**config.mk**
```make
export PLATFORM = sky130hd
export DESIGN_NAME = acc_status_flags
export DESIGN_NICKNAME = d
export VERILOG_FILES = /design/src/rtl/acc_stat_pkg.sv /design/src/rtl/acc_live_flag.sv /design/src/rtl/acc_host_dec.sv /design/src/rtl/acc_snap_bank.sv /design/src/rtl/acc_status_flags.sv
export SDC_FILE = /design/constraint.sdc
export NUM_CORES = 1
export LEC_CHECK = 0
export BUFFER_PORTS_ARGS = -buffer_cell sky130_fd_sc_hd__clkbuf_2
export CAP_MARGIN = 10
export CORE_ASPECT_RATIO = 0.9
export CORE_MARGIN = 2
export CORE_UTILIZATION = 55
export CTS_CLUSTER_SIZE = 12
export DETAILED_ROUTE_END_ITERATION = 10
export GPL_TIMING_DRIVEN = 0
export PLACE_DENSITY = 0.89
export SLEW_MARGIN = 20
export SYNTH_ARGS = -nofsm -noshare
export SYNTH_HDL_FRONTEND = slang
export SYNTH_SLANG_ARGS = --single-unit
```
**constraint.sdc**
```tcl
create_clock -name clk -period 3.5 [get_ports clk]
set_clock_uncertainty 0.1 [all_clocks]
set_input_delay 0.175 -clock clk [delete_from_list [all_inputs] [get_ports clk]]
set_output_delay 0.175 -clock clk [all_outputs]
set_load 0.03 [all_outputs]
```
**src/rtl/acc_stat_pkg.sv**
```systemverilog
package acc_stat_pkg;
  localparam int unsigned NCH_DEF   = 12;
  localparam int unsigned DW_DEF    = 16;
  localparam int unsigned AW_DEF    = 10;
  localparam int unsigned STAT_BASE = 'h200;
  localparam int unsigned CH_STRIDE = 'h10;
  localparam int unsigned CLR_OFS   = 'h04;

  typedef enum logic [2:0] {
    RS_NONE, RS_LATE, RS_MEAS, RS_FRESH, RS_OVER
  } rsel_e;
endpackage

```
**src/rtl/acc_live_flag.sv**
```systemverilog
module acc_live_flag (
  input  logic clk,
  input  logic rst_n,
  input  logic dump,
  input  logic consume,
  output logic fresh_q,
  output logic over_q
);
  always_ff @(posedge clk) begin
    if (!rst_n) begin
      fresh_q <= 1'b0;
      over_q  <= 1'b0;
    end else if (dump) begin
      // dump wins over a same-cycle consume
      fresh_q <= 1'b1;
      over_q  <= over_q | fresh_q;
    end else if (consume) begin
      fresh_q <= 1'b0;
      over_q  <= 1'b0;
    end
  end
endmodule

```
**src/rtl/acc_host_dec.sv**
```systemverilog
module acc_host_dec
  import acc_stat_pkg::*;
#(
  parameter int unsigned NCH = NCH_DEF,
  parameter int unsigned AW  = AW_DEF
) (
  input  logic [AW-1:0]  addr,
  input  logic           wr,
  output logic           latch_p,
  output logic [NCH-1:0] clr_vec,
  output rsel_e          rsel
);
  localparam logic [AW-1:0] A_LATE  = AW'(STAT_BASE + 'h0);
  localparam logic [AW-1:0] A_MEAS  = AW'(STAT_BASE + 'h4);
  localparam logic [AW-1:0] A_FRESH = AW'(STAT_BASE + 'h8);
  localparam logic [AW-1:0] A_OVER  = AW'(STAT_BASE + 'hC);

  assign latch_p = wr && (addr == A_LATE);

  for (genvar c = 0; c < NCH; c++) begin : g_clr
    localparam logic [AW-1:0] A_CLR = AW'(c * CH_STRIDE + CLR_OFS);
    assign clr_vec[c] = wr && (addr == A_CLR);
  end

  always_comb begin
    unique case (addr)
      A_LATE:  rsel = RS_LATE;
      A_MEAS:  rsel = RS_MEAS;
      A_FRESH: rsel = RS_FRESH;
      A_OVER:  rsel = RS_OVER;
      default: rsel = RS_NONE;
    endcase
  end
endmodule

```
**src/rtl/acc_snap_bank.sv**
```systemverilog
module acc_snap_bank #(
  parameter int unsigned NCH = 12
) (
  input  logic           clk,
  input  logic           rst_n,
  input  logic           latch_p,
  input  logic [NCH-1:0] clr_vec,
  input  logic [NCH-1:0] live_fresh,
  input  logic [NCH-1:0] live_over,
  input  logic [NCH-1:0] live_late,
  input  logic [NCH-1:0] live_meas,
  output logic [NCH-1:0] snap_fresh,
  output logic [NCH-1:0] snap_over,
  output logic [NCH-1:0] snap_late,
  output logic [NCH-1:0] snap_meas
);
  always_ff @(posedge clk) begin
    if (!rst_n) begin
      snap_fresh <= '0;
      snap_over  <= '0;
      snap_late  <= '0;
      snap_meas  <= '0;
    end else if (latch_p) begin
      snap_fresh <= live_fresh;
      snap_over  <= live_over;
      snap_late  <= live_late;
      snap_meas  <= live_meas;
    end else if (|clr_vec) begin
      snap_fresh <= snap_fresh & ~clr_vec;
      snap_over  <= snap_over  & ~clr_vec;
      snap_late  <= snap_late  & ~clr_vec;
    end
  end
endmodule

```
**src/rtl/acc_status_flags.sv**
```systemverilog
module acc_status_flags
  import acc_stat_pkg::*;
#(
  parameter int unsigned NCH = NCH_DEF,
  parameter int unsigned DW  = DW_DEF,
  parameter int unsigned AW  = AW_DEF
) (
  input  logic           clk,
  input  logic           rst_n,
  input  logic [NCH-1:0] dump_i,
  input  logic [NCH-1:0] consume_i,
  input  logic [NCH-1:0] code_late_i,
  input  logic [NCH-1:0] meas_miss_i,
  input  logic [AW-1:0]  host_addr,
  input  logic           host_wr,
  input  logic [DW-1:0]  host_wdata,
  output logic [DW-1:0]  host_rdata
);
  localparam int unsigned PADW = DW - NCH;

  logic [NCH-1:0] live_fresh, live_over;
  logic [NCH-1:0] snap_fresh, snap_over, snap_late, snap_meas;
  logic [NCH-1:0] clr_vec;
  logic           latch_p;
  rsel_e          rsel;
  logic [NCH-1:0] rvec;
  logic           unused_wdata;

  assign unused_wdata = ^host_wdata;

  for (genvar c = 0; c < NCH; c++) begin : g_ch
    acc_live_flag u_flag (
      .clk     (clk),
      .rst_n   (rst_n),
      .dump    (dump_i[c]),
      .consume (consume_i[c]),
      .fresh_q (live_fresh[c]),
      .over_q  (live_over[c])
    );
  end

  acc_host_dec #(.NCH(NCH), .AW(AW)) u_dec (
    .addr    (host_addr),
    .wr      (host_wr),
    .latch_p (latch_p),
    .clr_vec (clr_vec),
    .rsel    (rsel)
  );

  acc_snap_bank #(.NCH(NCH)) u_snap (
    .clk        (clk),
    .rst_n      (rst_n),
    .latch_p    (latch_p),
    .clr_vec    (clr_vec),
    .live_fresh (live_fresh),
    .live_over  (live_over),
    .live_late  (code_late_i),
    .live_meas  (meas_miss_i),
    .snap_fresh (snap_fresh),
    .snap_over  (snap_over),
    .snap_late  (snap_late),
    .snap_meas  (snap_meas)
  );

  always_comb begin
    unique case (rsel)
      RS_LATE:  rvec = snap_late;
      RS_MEAS:  rvec = snap_meas;
      RS_FRESH: rvec = snap_fresh;
      RS_OVER:  rvec = snap_over;
      default:  rvec = '0;
    endcase
  end

  if (PADW > 0) begin : g_pad
    assign host_rdata = {{PADW{1'b0}}, rvec};
  end else begin : g_nopad
    assign host_rdata = rvec[DW-1:0];
  end
endmodule

```
Word-level counts from Yosys, hierarchy flattened --
Cells that the tools add are included.
Word-level totals: output and inout bits 16, word-level logic and storage cells 135, flip-flop bits (word level) 72
Operators by class: reduce and logical (&&, ||, !) cells 27, eq/ne operators 20, bitwise gates (word level) 16, mux-type cells 44
Operator list (number):
- 2-to-1 mux 12 bit | 6
- one-hot mux 12 bit (4 select lines) | 1
- equality test 10 bit, second input constant | 4
- equality test 10 x 7 -> 1 bit, second input constant | 4
- equality test 10 x 8 -> 1 bit, second input constant | 4
- AND 12 bit | 3
- 2-to-1 mux 1 bit | 36
- nonzero test 2 bit | 13
- equality test 10 x 6 -> 1 bit, second input constant | 2
- logical AND 1 bit | 13
- inverter 12 bit | 1
- OR 1 bit | 12
- one-hot mux 3 bit (4 select lines) | 1
- OR reduction 12 bit | 1
- equality test 10 x 3 -> 1 bit, second input constant | 1
- equality test 10 x 5 -> 1 bit, second input constant | 1
- equality test 3 x 2 -> 1 bit, second input constant | 2
- equality test 3 x 1 -> 1 bit, second input constant | 1
- equality test 3 bit, second input constant | 1

Depth between registers and ports, before layout --
Gate-level depths: netlist of run 1.
word-level depth 6, mapped depth 6

Cells and area by module --
A second synthesis of run 1 with hierarchy kept.
Unflattened totals: cells, all modules 373, area, all modules 3704.8 um2
By module, submodules not included:
- acc_snap_bank | area each 1958.1 um2, instances 1, seq. area each 960.9 um2, cells an instance 194
- acc_live_flag | area each 72.6 um2, instances 12, seq. area each 40.0 um2, cells an instance 7
- acc_status_flags | area each 591.8 um2, instances 1, seq. area each 0.0 um2, cells an instance 63
- acc_host_dec | area each 284.0 um2, instances 1, seq. area each 0.0 um2, cells an instance 32

Worst setup path before layout of run 1 --
OpenSTA, ideal clock, no wires.
path type input to output, start input host_addr[4], end output host_rdata[0], arrival 1.329 ns, stages on the path 5, buffers on the path 1, setup slack 1.896 ns, cell sequence nor4_4 nand2b_1 nor3b_2 buf_4 a221o_1
Between the ends: word-level cells in the longest chain between the ends 4
Ends and longest elaborated chain:
- start: declaration | line acc_status_flags.sv:14 | input logic [AW-1:0] host_addr,
- equality test 10 bit | line acc_host_dec.sv:26 | unique case (addr)
- one-hot mux 3 bit (4 select lines) (*) | line acc_host_dec.sv:26
- equality test 3 bit (tied with other cells) | line acc_status_flags.sv:66 | unique case (rsel)
- one-hot mux 12 bit (4 select lines) (*) | line acc_status_flags.sv:66
- end: declaration | line acc_status_flags.sv:17 | output logic [DW-1:0] host_rdata
Mark *: on every way between the ends. The rest lies on a longest branch, timed or not.

Worst setup path in the final report of run 1 --
start input host_addr[4], end output host_rdata[8]
The elaborated chain is that of the path after synthesis.

==> summary.txt, run 1 <==
Combinational Power Share: 0.088
Worst EP arrival: 1760 ps
CP Data Required Time: 3220 ps
Met2 Resource Use GR: 0.496
Startpoint types: primary input
Global-route wire length before repair: 14100 µm
Sw Pwr: 405 µW
Final Power: 1.65 mW
I/O Buffers: 71
P&R area growth vs syn: 33.0%
CTS tree: yes
Grt ovf: 0
Outcome: finished, final reports clean
Seq/Total Area, Yosys: 0.468
GR Util met1: 0.353
Net Sw Frac: 0.246
EDFF count, synth: 0
Highest clock rate: 492 MHz
Sink Count: 72
Leakage power: 1.54 nW
Fillers: 395
Layout cell share with drive strength beyond 1: 0.208
DR vias/cell: 5.63
Global Route Usage Sum: 0.296
Diode count: 0
Post-synth cell types: 28
Async S/R FF share, synth: 0
Commonest cells after routing, fill and taps aside: 101 x nand2_1, 72 x dfxtp_1, 71 x clkbuf_2
Die Y: 75.0 µm
RD Place Congestion: 0.875
Root Driver: clkbuf_8
Peak VDD IR: 0.403 mV
Worst Max-Slew Pin Slew: 691 ps
Vias: 3196
Initial Util: 0.579
Setup TNS: 0 ps
Ys flop type: dfxtp_1
Routed Antenna Nets: 0
FP Rows: 25
GRT busiest layer: met2
Yosys warning count: 0
CP endpoint kind: output pin
Critical path type: primary input to output pin
Routed wire length: 8930 µm
Tcrit/Tclk final: 0.581
HP Class: primary input to register
Crit path time final: 2030 ps
Area of placed instances: 3530 µm²
RSZ-0062 raised after global routing: no
Power per Cell Area: 403 nW/µm²
Max-cap viol count: 0
CTS Buf Count: 9
I/O pins: 93
Post-route cell area: 4090 µm²
Crit-path max FO: 10
Mapped Area: 3080 µm²
Met3 usage: 0.102
Commonest non-fill, non-tap cell in the layout: nand2_1
Seq cells post-synth: 72
Die Area: 6210 µm²
Clk_lat worst skew: 360 ps
Hpwl dp: 5910 µm
WL per Instance: 15.7 µm
Mapped Avg Cell Area: 8.23 µm²
Initial DRC Count: 277
Max-slew headroom: 0.539
Pins Over Slew Limit: 0
# H-tree levels: 3
Int Power: 1.24 mW
Syn Inst Count: 374
Die width: 82.9 µm
Clk buf depth: 2
Core area: 5320 µm²
Fin nets: 573
First-pass DRT Iterations: 5
Vias in the first global route: 3043
Sequential group share of total power: 0.515
# DRC: 0
Largest net degree at the start of global routing: 14
Worst-path clk slew: 70 ps
PostCTS Resize Cnt: 0
Initial antenna violation count: 0
Clock power share: 0.397
Final Hold Fails: 0
Setup Viol. Count Final: 0
## synth_stat cells (all sizes together) (3+ instances only)
cell,instances,area (µm²)
a21boi,24,180
a21oi,39,195
a221o,12,120
a22oi,12,90.1
buf,14,97.6
clkbuf,10,37.5
dfxtp,72,1440
inv,3,11.3
nand2,101,379
nand2b,13,81.3
nand4b,3,26.3
nor2,14,52.6
nor2b,13,81.3
o21a,9,67.6
o21ai,24,120
## stage by stage
step           hold WS (ps)   util  std cells  worst slack, ps
2_1_floorplan           199      -        377             1900
3_3_place_gp            298  0.664        515             1540
3_5_place_dp            303  0.664        515             1520
4_1_cts               0.408  0.770        568             1510
5_1_grt                14.7  0.770        568             1320
6_report               3.24  0.770        568             1470
## critical path, cell delays in order
cell and delay, ps:
clkbuf_2 130, nor4_4 320, nand2b_1 180, nor2_1 210
buf_2 300, a221o_1 220, clkbuf_2 210
## metal layers
| metal | part of all wire | vias up |
|---|---|---|
| li1 | - | 1524 |
| met1 | 0.40 | 1461 |
| met2 | 0.47 | 180 |
| met3 | 0.096 | 31 |
| met4 | 0.031 | 0 |
| met5 | 0 | - |
## logic make-up after synthesis
kind of cell           synth area share
AND/OR/NAND/NOR                   0.232
other                           0.00122
flip-flops                        0.468
buffers and inverters            0.0476
AO/OA/AOI/OAI                     0.251
## what timing repair did
item | in CTS | in global routing
hold buffers | 37 | 0
hold endpoints to repair | 43 | 0
setup buffers | 0 | 0
## registers in the layout, summed over array words and instances (netlist names)
name and count:
u_snap.snap_late 12, g_ch.u_flag.fresh_q 12, u_snap.snap_fresh 12, u_snap.snap_over 12
u_snap.snap_meas 12, g_ch.u_flag.over_q 12
## path summary, 6_finish.rpt
path / startpoint / end / slack [ps] / cells past startpoint
max: host_addr[4] / host_rdata[8] / 1470 / 7
min: consume_i[8] / g_ch[8].u_flag.over_q / 3 / 3
max reg2reg: g_ch[5].u_flag.fresh_q / g_ch[5].u_flag.over_q / 2650 / 2
min reg2reg: u_snap.snap_late[2] / u_snap.snap_late[2] / 360 / 2
## area by class of cell
| type | instances | area [µm²] | share of cell area |
|---|---|---|---|
| inverters | 3 | 11.3 | 0.00275 |
| repair buffers | 108 | 726 | 0.177 |
| flip-flops and latches | 72 | 1440 | 0.352 |
| plain buffers | 24 | 135 | 0.0330 |
| multi-input cells | 278 | 1500 | 0.367 |
| clock inverters | 7 | 71.3 | 0.0174 |
| clock buffers | 9 | 124 | 0.0303 |
| well taps | 67 | 83.8 | 0.0205 |
## power by group through the flow
stage	clock, mW	combinational, mW	sequential (mW)
6_report	0.654	0.146	0.849
5_1_grt	0.691	0.158	0.850
4_1_cts	0.653	0.142	0.848
3_5_place_dp	0	0.110	0.867
3_3_place_gp	0	0.105	0.866
2_1_floorplan	0	0.0548	0.863
Power figures use the tool's default switching activity.
==> inputs of run 2 (changes only) <==
Settings changed: CORE_UTILIZATION 55 to 46, PLACE_DENSITY 0.89 to 0.79.
Clock period 3.5 ns to 1.8 ns, I/O delays scaled along.
==> run 2 against run 1 <==
Via count is 0.94% higher. Hold slack better by 74 ps. Die area is 19% higher. Clock power is 100% higher. Wire length is 1.5% higher. Critical path depth stayed put. Utilization is 8.6 points lower. Critical endpoint is now host_rdata[10].
==> summary.txt, run 2 (synthesized netlist as in run 1, its figures left out) <==
Outcome: finished, final reports clean (unchanged)
CTS Buf Count: 9 (unchanged)
Grt ovf: 0 (unchanged)
Layout cell share with drive strength beyond 1: 0.211 (was 0.208)
WL per Instance: 14.7 µm (was 15.7 µm)
Fin nets: 598 (was 573)
Commonest non-fill, non-tap cell in the layout: nand2_1 (unchanged)
RR Endpoint: g_ch[10].u_flag.fresh_q (was g_ch[5].u_flag.over_q)
FP Rows: 28 (was 25)
Clk_lat worst skew: 350 ps (was 360 ps)
Fillers: 551 (was 395)
Int Power: 2.53 mW (was 1.24 mW)
R2R depth: 3 (was 2)
Sink Count: 72 (unchanged)
# DRC: 0 (unchanged)
First-pass DRT Iterations: 6 (was 5)
Die Area: 7360 µm² (was 6210 µm²)
Sw Pwr: 757 µW (was 405 µW)
Clock power share: 0.397 (about the same)
Largest net degree at the start of global routing: 13 (was 14)
Diode count: 0 (unchanged)
Worst slack, placed: -24.8 ps (was 1520 ps)
HP Class: primary input to register (unchanged)
Max-slew headroom: 0.556 (was 0.539)
Core Util, Final: 0.684 (was 0.770)
I/O Buffers: 71 (unchanged)
Reg2reg setup slack: 390 ps (was 2650 ps)
Routed Antenna Nets: 0 (unchanged)
Sequential group share of total power: 0.501 (was 0.515)
I/O pins: 93 (unchanged)
Clk buf depth: 2 (unchanged)
Post-route cell area: 4460 µm² (was 4090 µm²)
Setup Viol. Count Final: 0 (unchanged)
CP Data Required Time: 1610 ps (was 3220 ps)
WHS: 77.4 ps (was 3.24 ps)
Area of placed instances: 3560 µm² (was 3530 µm²)
Final Power: 3.29 mW (was 1.65 mW)
# H-tree levels: 3 (unchanged)
Initial DRC Count: 198 (was 277)
Worst-path clk slew: 70 ps (about the same)
Register area: 1440 µm² (unchanged)
Leakage power: 1.70 nW (was 1.54 nW)
DP Cell Count: 538 (was 515)
CP endpoint kind: output pin (unchanged)
Die width: 90.2 µm (was 82.9 µm)
Power per Cell Area: 738 nW/µm² (was 403 nW/µm²)
Multi-input gate area: 1530 µm² (was 1500 µm²)
Combinational Power Share: 0.102 (was 0.088)
Initial Util: 0.472 (was 0.579)
Origin of the worst min-delay path: rst_n (was consume_i[8])
RSZ-0062 raised after global routing: yes (was no)
Worst EP arrival: 1550 ps (was 1760 ps)
Hpwl dp: 6000 µm (was 5910 µm)
RD Place Congestion: 0.856 (was 0.875)
R2r startpoint: g_ch[10].u_flag.fresh_q (was g_ch[5].u_flag.fresh_q)
Core area: 6520 µm² (was 5320 µm²)
Worst setup margin: 61.3 ps (was 1470 ps)
Crit path time final: 1740 ps
Worst Max-Slew Pin Slew: 656 ps (was 691 ps)
Tcrit/Tclk final: 0.966
Startpoint types: primary input (unchanged)
Critical path type: primary input to output pin (unchanged)
CTS tree: yes (unchanged)
Finished Layout Cells: 616 (was 568)
Worst hold path stage count: 2 (was 3)
Max-cap viol count: 0 (unchanged)
Vias in the first global route: 3205 (was 3043)
Routed wire length: 9060 µm (was 8930 µm)
Initial antenna violation count: 0 (unchanged)
DR vias/cell: 5.24 (was 5.63)
Hold Crit Endpoint: u_snap.snap_meas[8] (was g_ch[8].u_flag.over_q)
Setup TNS: 0 ps (unchanged)
Crit-path max FO: 5 (was 10)
Highest clock rate: 575 MHz
Root Driver: clkbuf_8 (unchanged)
P&R area growth vs syn: 44.8% (was 33.0%)
Global-route wire length before repair: 14300 µm (was 14100 µm)
Vias: 3226 (was 3196)
Final Hold Fails: 0 (unchanged)
Pins Over Slew Limit: 0 (unchanged)
Global Route Usage Sum: 0.252 (was 0.296)
Die Y: 81.6 µm (was 75.0 µm)
Commonest cells after routing, fill and taps aside: 101 x nand2_1, 72 x dfxtp_1, 60 x clkbuf_2 (was 101 x nand2_1, 72 x dfxtp_1, 71 x clkbuf_2)
Peak VDD IR: 0.532 mV (was 0.403 mV)
Net Sw Frac: 0.230 (was 0.246)
==> run 2: cell count changes in the layout (fill, tap and decap cells not counted), moves of 2 or more <==
| cell | before | now |
|---|---|---|
| buf_4 | 6 | 14 |
| buf_6 | 2 | 7 |
| clkbuf_2 | 71 | 60 |
| clkbuf_8 | 9 | 11 |
| dlygate4sd3_1 | 37 | 59 |
==> run 2: cell type report <==
class,count,area share
Inverter,3,0.00253
Sequential cell,72,0.323
Tap cell,90,0.0253
Buffer,24,0.0326
Multi-Input combinational cell,278,0.342
Timing Repair Buffer,133,0.228
Clock inverter,5,0.0123
Clock buffer,11,0.0340
==> run 2: critical path, cell delays in order <==
cell and delay [ps]:
buf_8 100, nor4_4 280, nand2b_1 190, nor3b_4 350
buf_6 180, a221o_1 200, buf_6 150
==> run 2: power by group through the flow <==
stage / logic (mW) / clock network, mW / registers (mW)
after floorplan: 0.107 / 0 / 1.68
after global placement: 0.208 / 0 / 1.68
after detailed placement: 0.215 / 0 / 1.68
after CTS: 0.319 / 1.32 / 1.65
after global routing: 0.367 / 1.38 / 1.65
final: 0.334 / 1.31 / 1.65
==> run 2: how the worst max path moves through the flow <==
stage                       from             end  slack [ps]  cells past startpoint
floorplan           host_addr[4]   host_rdata[0]         370                      5
global placement    host_addr[4]  host_rdata[10]           8                      7
detailed placement  host_addr[4]   host_rdata[7]         -20                      7
CTS                 host_addr[4]  host_rdata[10]           9                      7
global route        host_addr[7]  host_rdata[10]         -30                      7
finish              host_addr[7]  host_rdata[10]          60                      7
==> run 2: routing by layer <==
metal	wire, µm	vias up	GRT usage	share of wire
met1	3550	1488	0.277	0.39
met4	131	0	0.0862	0.014
met5	0	-	0	0
met3	838	18	0.0927	0.092
li1	-	1578	-	-
met2	4540	142	0.459	0.50
==> run 2: what timing repair did <==
item	CTS	global route
endpoints found under the hold margin	48	0
pin swaps	0	3
gates resized for setup	1	46
endpoints found under the setup margin	9	10
buffers inserted	0	2
hold buffers	59	0
gates cloned	0	1
